--- config.mk ---
export PLATFORM = sky130hd
export DESIGN_NAME = sgw_walker
export DESIGN_NICKNAME = d
export VERILOG_FILES = /design/src/rtl/sgw_pkg.sv /design/src/rtl/sgw_decode.sv /design/src/rtl/sgw_start.sv /design/src/rtl/sgw_ctrl.sv /design/src/rtl/sgw_walker.sv
export SDC_FILE = /design/constraint.sdc
export NUM_CORES = 1
export LEC_CHECK = 0
export BUFFER_PORTS_ARGS = -buffer_cell sky130_fd_sc_hd__buf_2
export CAP_MARGIN = 5
export CORE_MARGIN = 10
export CORE_UTILIZATION = 30
export CTS_CLUSTER_SIZE = 12
export DETAILED_ROUTE_END_ITERATION = 6
export MAX_ROUTING_LAYER = met4
export SLEW_MARGIN = 0
export SYNTH_ARGS = -nofsm -noshare
export SYNTH_HDL_FRONTEND = slang
export SYNTH_SLANG_ARGS = --single-unit
--- constraint.sdc ---
create_clock -name clk -period 2.2 [get_ports clk]
set_input_delay 0.22 -clock clk [delete_from_list [all_inputs] [get_ports clk]]
set_output_delay 0.22 -clock clk [all_outputs]
set_load 0.02 [all_outputs]
--- src/rtl/sgw_pkg.sv ---
package sgw_pkg;
  localparam int DESC_BYTES = 8;
  localparam int DESC_W     = DESC_BYTES * 8;
  localparam int BUF_AW     = 32;
  localparam int XLEN_W     = 16;
  localparam int FLG_VALID  = 0;
  localparam int FLG_LAST   = 1;
  localparam int FLG_XFER   = 5;

  typedef enum logic [2:0] {
    S_IDLE, S_FETCH, S_WAIT_RSP, S_CHECK, S_ISSUE, S_WAIT_MV
  } walk_state_t;

  typedef struct packed {
    logic              valid;
    logic              last;
    logic              xfer;
    logic [XLEN_W-1:0] len;
    logic [BUF_AW-1:0] buf_addr;
  } desc_t;

  // length must be non-zero and a multiple of 2**align_lg2
  function automatic logic len_ok(input logic [XLEN_W-1:0] len,
                                  input int unsigned align_lg2);
    logic [XLEN_W-1:0] mask;
    mask = XLEN_W'((32'd1 << align_lg2) - 32'd1);
    return (len != '0) && ((len & mask) == '0);
  endfunction

  // pointer to the descriptor that follows
  function automatic logic [BUF_AW-1:0] step_ptr(input logic [BUF_AW-1:0] p);
    return p + BUF_AW'(DESC_BYTES);
  endfunction
endpackage

--- src/rtl/sgw_decode.sv ---
module sgw_decode
  import sgw_pkg::*;
#(
  parameter int ALIGN_LG2 = 2
) (
  input  logic [DESC_W-1:0] raw,
  output desc_t             dsc,
  output logic              ok
);
  logic [7:0] byte_q [DESC_BYTES];

  for (genvar gi = 0; gi < DESC_BYTES; gi++) begin : g_bytes
    assign byte_q[gi] = raw[8*gi +: 8];
  end

  assign dsc.valid    = byte_q[0][FLG_VALID];
  assign dsc.last     = byte_q[0][FLG_LAST];
  assign dsc.xfer     = byte_q[0][FLG_XFER];
  assign dsc.len      = {byte_q[3], byte_q[2]};
  assign dsc.buf_addr = {byte_q[7], byte_q[6], byte_q[5], byte_q[4]};
  assign ok           = dsc.valid && len_ok(dsc.len, ALIGN_LG2);
endmodule

--- src/rtl/sgw_start.sv ---
module sgw_start
  import sgw_pkg::*;
(
  input  logic              clk,
  input  logic              rst_n,
  input  logic              rx_mode,
  input  logic              cfg_addr_wr,
  input  logic [BUF_AW-1:0] cfg_addr,
  input  logic              cfg_en_wr,
  input  logic              cfg_en,
  input  logic              busy,
  output logic              start_evt,
  output logic              abort_evt,
  output logic [BUF_AW-1:0] start_ptr
);
  logic [BUF_AW-1:0] base_q;

  always_ff @(posedge clk) begin
    if (!rst_n)                     base_q <= '0;
    else if (cfg_addr_wr && !busy)  base_q <= cfg_addr;
  end

  assign start_evt = !busy && (rx_mode ? (cfg_en_wr && cfg_en) : cfg_addr_wr);
  assign abort_evt = busy && rx_mode && cfg_en_wr && !cfg_en;
  assign start_ptr = rx_mode ? base_q : cfg_addr;
endmodule

--- src/rtl/sgw_ctrl.sv ---
module sgw_ctrl
  import sgw_pkg::*;
(
  input  logic              clk,
  input  logic              rst_n,
  input  logic              start_evt,
  input  logic              abort_evt,
  input  logic [BUF_AW-1:0] start_ptr,
  output logic              rd_req_valid,
  output logic [BUF_AW-1:0] rd_req_addr,
  input  logic              rd_req_ready,
  input  logic              rd_rsp_valid,
  input  logic [DESC_W-1:0] rd_rsp_data,
  output logic [DESC_W-1:0] raw_q,
  input  logic              d_ok,
  input  logic              d_xfer,
  input  logic              d_last,
  output logic              cmd_valid,
  input  logic              cmd_ready,
  input  logic              mv_done,
  output logic              busy,
  output logic              done,
  output logic              err
);
  walk_state_t       state_q;
  logic [BUF_AW-1:0] ptr_q;
  logic              done_q, err_q;

  always_ff @(posedge clk) begin
    if (!rst_n) begin
      state_q <= S_IDLE;
      ptr_q   <= '0;
      raw_q   <= '0;
      done_q  <= 1'b0;
      err_q   <= 1'b0;
    end else begin
      done_q <= 1'b0;
      err_q  <= 1'b0;
      if (abort_evt) begin
        state_q <= S_IDLE;
      end else begin
        unique case (state_q)
          S_IDLE: if (start_evt) begin
            ptr_q   <= start_ptr;
            state_q <= S_FETCH;
          end
          S_FETCH: if (rd_req_ready) state_q <= S_WAIT_RSP;
          S_WAIT_RSP: if (rd_rsp_valid) begin
            raw_q   <= rd_rsp_data;
            state_q <= S_CHECK;
          end
          S_CHECK: begin
            if (!d_ok) begin
              err_q   <= 1'b1;
              state_q <= S_IDLE;
            end else if (d_xfer) begin
              state_q <= S_ISSUE;
            end else if (d_last) begin
              done_q  <= 1'b1;
              state_q <= S_IDLE;
            end else begin
              ptr_q   <= step_ptr(ptr_q);
              state_q <= S_FETCH;
            end
          end
          S_ISSUE: if (cmd_ready) state_q <= S_WAIT_MV;
          S_WAIT_MV: if (mv_done) begin
            if (d_last) begin
              done_q  <= 1'b1;
              state_q <= S_IDLE;
            end else begin
              ptr_q   <= step_ptr(ptr_q);
              state_q <= S_FETCH;
            end
          end
          default: state_q <= S_IDLE;
        endcase
      end
    end
  end

  assign rd_req_valid = (state_q == S_FETCH);
  assign rd_req_addr  = ptr_q;
  assign cmd_valid    = (state_q == S_ISSUE);
  assign busy         = (state_q != S_IDLE);
  assign done         = done_q;
  assign err          = err_q;
endmodule

--- src/rtl/sgw_walker.sv ---
module sgw_walker
  import sgw_pkg::*;
#(
  parameter int ALIGN_LG2 = 2
) (
  input  logic              clk,
  input  logic              rst_n,
  input  logic              rx_mode,
  input  logic              cfg_addr_wr,
  input  logic [BUF_AW-1:0] cfg_addr,
  input  logic              cfg_en_wr,
  input  logic              cfg_en,
  output logic              rd_req_valid,
  output logic [BUF_AW-1:0] rd_req_addr,
  input  logic              rd_req_ready,
  input  logic              rd_rsp_valid,
  input  logic [DESC_W-1:0] rd_rsp_data,
  output logic              cmd_valid,
  output logic [BUF_AW-1:0] cmd_addr,
  output logic [XLEN_W-1:0] cmd_len,
  input  logic              cmd_ready,
  input  logic              mv_done,
  output logic              busy,
  output logic              done,
  output logic              err
);
  // named internal events, also observed by the checker
  logic              start_evt;
  logic              abort_evt;
  logic [BUF_AW-1:0] start_ptr;
  logic [DESC_W-1:0] raw_q;
  desc_t             dsc;
  logic              desc_ok;

  sgw_start u_start (
    .clk(clk), .rst_n(rst_n), .rx_mode(rx_mode),
    .cfg_addr_wr(cfg_addr_wr), .cfg_addr(cfg_addr),
    .cfg_en_wr(cfg_en_wr), .cfg_en(cfg_en), .busy(busy),
    .start_evt(start_evt), .abort_evt(abort_evt), .start_ptr(start_ptr)
  );

  sgw_decode #(.ALIGN_LG2(ALIGN_LG2)) u_decode (
    .raw(raw_q), .dsc(dsc), .ok(desc_ok)
  );

  sgw_ctrl u_ctrl (
    .clk(clk), .rst_n(rst_n),
    .start_evt(start_evt), .abort_evt(abort_evt), .start_ptr(start_ptr),
    .rd_req_valid(rd_req_valid), .rd_req_addr(rd_req_addr),
    .rd_req_ready(rd_req_ready), .rd_rsp_valid(rd_rsp_valid),
    .rd_rsp_data(rd_rsp_data), .raw_q(raw_q),
    .d_ok(desc_ok), .d_xfer(dsc.xfer), .d_last(dsc.last),
    .cmd_valid(cmd_valid), .cmd_ready(cmd_ready), .mv_done(mv_done),
    .busy(busy), .done(done), .err(err)
  );

  assign cmd_addr = dsc.buf_addr;
  assign cmd_len  = dsc.len;
endmodule

==> tab_implementation.tex <==
\begin{tabular}{lr}
\hline
Metric & Value \\
\hline
\multicolumn{2}{l}{\textbf{Status}} \\
Result of the run & complete, no violations \\
\multicolumn{2}{l}{\textbf{Synth}} \\
Seq cells post-synth & 120 \\
Netlist Area Pre-Place & 6160 um2 \\
Library cell occupying the most area in the post-synthesis netlist & sky130\_fd\_sc\_hd\_\_dfxtp\_1 \\
Fraction of synthesized cell area taken by the top area cell type & 39.0\% \\
Part of the Yosys area used for sequential elements & 39.0\% \\
Most numerous cell in the Yosys netlist & sky130\_fd\_sc\_hd\_\_nand2\_1 \\
Netlist cell types & 61 \\
Synthesized area per cell & 7.91 um2 \\
Gate count of the mapped netlist & 779 \\
Syn Nets & approximately 890 \\
FFs w/ async S/R, synth & 0\% \\
Post-synth top cells & 196 x sky130\_fd\_sc\_hd\_\_nand2\_1, 120 x sky130\_fd\_sc\_hd\_\_dfxtp\_1, 96 x sky130\_fd\_sc\_hd\_\_a21oi\_1 \\
YS warnings & 0 \\
EDFF count, synth & 0 \\
Synth Flop Type & sky130\_fd\_sc\_hd\_\_dfxtp\_1 \\
Cell types with the largest area share after synthesis & sky130\_fd\_sc\_hd\_\_dfxtp\_1 39\%, sky130\_fd\_sc\_hd\_\_nand2\_1 12\%, sky130\_fd\_sc\_hd\_\_a21oi\_1 7.8\% \\
\multicolumn{2}{l}{\textbf{Global route}} \\
Largest net degree at the start of global routing & 65 \\
Overall fraction of global-route tracks in use & 15.0\% \\
Initial antenna violation count & 1 \\
Wire length of the first global-routing pass & 31400 um \\
GRT busiest layer & met2 \\
Met1 usage & 18.1\% \\
Total overflow reported by the global router & 0 \\
Fraction of met3 tracks used by global routing & under 10\% \\
Vias in the first global route & $\sim$5700 \\
GR Util met2 & 23.7\% \\
\multicolumn{2}{l}{\textbf{Pwr}} \\
Leakage component of the power & roughly 3.2 nW \\
Worst ir drop on vdd & slightly above 0.5 mV \\
Power per unit of standard cell area & $\sim$940 nW/um2 \\
\multicolumn{2}{l}{\textbf{Timing}} \\
Total Negative Setup Slacks & 0 ps \\
Max Transition Viols Final & 0 \\
Fmax achieved & 503 MHz \\
Part of the cycle the worst path needs & about nine tenths \\
Largest clock skew in the final design & around 10 ps \\
Min Tclk post-route & 1990 ps \\
Slew headroom & about three fifths \\
Unrepaired setup endpoints after global routing & no \\
Hold Fails Final Rpt & 0 \\
Final setup violating endpoints & 0 \\
Transition time at the pin with the least slew margin & slightly above 600 ps \\
\multicolumn{2}{l}{\textbf{Drt}} \\
Router iterations before antenna repair & 5 \\
Total wirelength of the detailed-routed design & 19700 um \\
Initial detailed-routing violation count & 308 \\
Mean number of vias per cell & 4.94 \\
DR DRC count & 0 \\
Final routed wire length divided by cell count & 16.7 um \\
Total number of vias & 5803 \\
Final antenna-violating net count & 0 \\
\multicolumn{2}{l}{\textbf{Placed design}} \\
Dpl cell area & around 7000 um2 \\
Placed Instances & 1141 \\
RD Place Congestion & 0.784 \\
Count of buffers inserted at the top-level ports & 177 \\
Half-perimeter wire length after detailed placement & roughly 14000 um \\
\multicolumn{2}{l}{\textbf{Job}} \\
Total of max-cap violations & 0 \\
\multicolumn{2}{l}{\textbf{Hold path}} \\
HP Class & in -> reg \\
\multicolumn{2}{l}{\textbf{Clock tree}} \\
Clock-pin slew reported for the worst setup and hold paths after clock tree synthesis & around 60 ps \\
Hold buffers post-CTS & 0 \\
Clock tree from TritonCTS & yes \\
Maximum buffer depth of the clock tree & 2 \\
Inserted Clock Buffers & 17 \\
Total setup buffers inserted after CTS & 0 \\
Clock root buffer master & sky130\_fd\_sc\_hd\_\_clkbuf\_16 \\
Post\_cts resized & 0 \\
Clock latency of the later-clocked register in the worst-skew pair & just over 400 ps \\
H-tree depth & 4 \\
CTS Sinks & 120 \\
\multicolumn{2}{l}{\textbf{Critical path}} \\
Slowest stage cell on the critical path & sky130\_fd\_sc\_hd\_\_dfxtp\_1 \\
Worst Path Required & 2500 ps \\
Stage delay of the slowest cell on the critical path & 500 ps \\
Worst reg2reg setup slack & 210 ps \\
Startpoint types & flip-flop \\
Worst-path cell chain & and2b\_1 > o2111a\_1 > o22ai\_2 > or2\_1 > buf\_12 > o41ai\_1 \\
Critical setup path kind & reg -> reg \\
WP data arrival & $\sim$2300 ps \\
Largest fanout on the critical path & 28 \\
Endpoint type of the worst setup path & flip-flop \\
\multicolumn{2}{l}{\textbf{Finish}} \\
Number of non-filler instances in the completed layout & 1175 \\
Post-synthesis to final-layout area growth & 24.0\% \\
Layout Nets & between 900 and 1000 \\
Layout cells sized above 1 & around 29\% \\
Final Instance Area & 7650 um2 \\
\multicolumn{2}{l}{\textbf{Floorplan}} \\
Full die area & approximately 27000 um2 \\
Initial core utilization & 30.5\% \\
Std-Cell Rows & 52 \\
Y dimension of the die & around 160 um \\
Die outline width & between 150 and 200 um \\
Area of the core region & 20200 um2 \\
Number of top-level pins & 191 \\
\hline
\end{tabular}
worst max-delay path, delay by kind of cell, from the launching register on:
kind	cells	cell delay, ps
buffers and inverters	1	180
AO/OA/AOI/OAI	3	680
AND/OR/NAND/NOR	2	520
flip-flops	1	500
routing by layer:
layer,part of all wire [%],vias up
met5,0,-
met4,1.5,0
met3,5.5,19
met2,49,147
met1,44,2717
li1,-,2920
power breakdown:
group / leakage [nW] / switching, mW / internal [mW]
combinational: 1.92 / 0.938 / 0.580
clock: 0.309 / 1.07 / 2.02
sequential: 0.976 / 0.189 / 2.38
sequential cells by signal, summed over array words and instances, names as in the netlist:
signal / count
u_ctrl.raw_q: 51
u_ctrl.rd_req_addr: 32
u_ctrl.err: 1
u_ctrl.state_q: 3
u_ctrl.done: 1
u_start.base_q: 32
layout make-up:
cell class	count	area, um2
Fill cell	2156	12600
Timing Repair Buffer	204	1190
Tap cell	270	338
Inverter	7	27.5
Sequential cell	120	2400
Clock buffer	17	425
Multi-Input combinational cell	540	3030
Clock inverter	15	226
Antenna cell	2	5.00
cells by family after synthesis:
group / count (synthesis) / synth area share (%)
compound gates: 202 / 20.9
fa+ha+maj: 1 / 0.203
flops: 120 / 39.0
simple gates: 307 / 22.7
buf+inv: 119 / 12.1
mux: 30 / 5.03
cell usage in the layout (no fill, tap or decap), types with 6 or more instances in the layout:
master | netlist | routed
sky130_fd_sc_hd__o31a_1 | 6 | 6
sky130_fd_sc_hd__mux2i_1 | 22 | 22
sky130_fd_sc_hd__mux2_2 | 8 | 8
sky130_fd_sc_hd__nand2_1 | 196 | 196
sky130_fd_sc_hd__inv_1 | 7 | 6
sky130_fd_sc_hd__o32ai_1 | 7 | 7
sky130_fd_sc_hd__a21oi_1 | 96 | 95
sky130_fd_sc_hd__and2_1 | 6 | 6
sky130_fd_sc_hd__a31oi_1 | 16 | 16
sky130_fd_sc_hd__clkbuf_16 | 0 | 17
sky130_fd_sc_hd__nand3_1 | 6 | 6
sky130_fd_sc_hd__a211oi_1 | 7 | 7
sky130_fd_sc_hd__nand4_1 | 6 | 6
sky130_fd_sc_hd__o311ai_0 | 20 | 20
sky130_fd_sc_hd__nor3_1 | 7 | 7
sky130_fd_sc_hd__buf_2 | 11 | 177
sky130_fd_sc_hd__buf_4 | 50 | 19
sky130_fd_sc_hd__o31ai_1 | 14 | 14
sky130_fd_sc_hd__nor2_1 | 39 | 39
sky130_fd_sc_hd__buf_12 | 0 | 8
sky130_fd_sc_hd__dfxtp_1 | 120 | 120
sky130_fd_sc_hd__o21ai_0 | 16 | 16
final timing paths:
| path | from | end | cells past startpoint |
|---|---|---|---|
| worst max-delay path | u_ctrl.state_q[2]$_SDFFE_PP0P_ | u_ctrl.rd_req_addr[25]$_SDFFE_PN0P_ | 6 |
| worst max register to register | u_ctrl.state_q[2]$_SDFFE_PP0P_ | u_ctrl.rd_req_addr[25]$_SDFFE_PN0P_ | 6 |
| worst min register to register | u_start.base_q[3]$_SDFFE_PN0P_ | u_start.base_q[3]$_SDFFE_PN0P_ | 2 |
| worst min-delay path | rd_rsp_data[23] | u_ctrl.raw_q[23]$_SDFFE_PN0P_ | 3 |
through the flow:
step / hold slack, ps / power (mW) / utilization [%] / setup slack, ps
after global placement: 438 / 4.13 / 34.5 / 264
after global routing: 30.9 / 7.53 / 37.8 / 46.9
final: 42.5 / 7.17 / 37.8 / 211
after CTS: 21.7 / 7.26 / 37.8 / 217
after detailed placement: 443 / 4.14 / 34.5 / 223
after floorplan: 356 / 3.59 / - / 297
No activity file was read; power rests on OpenSTA's default activity.
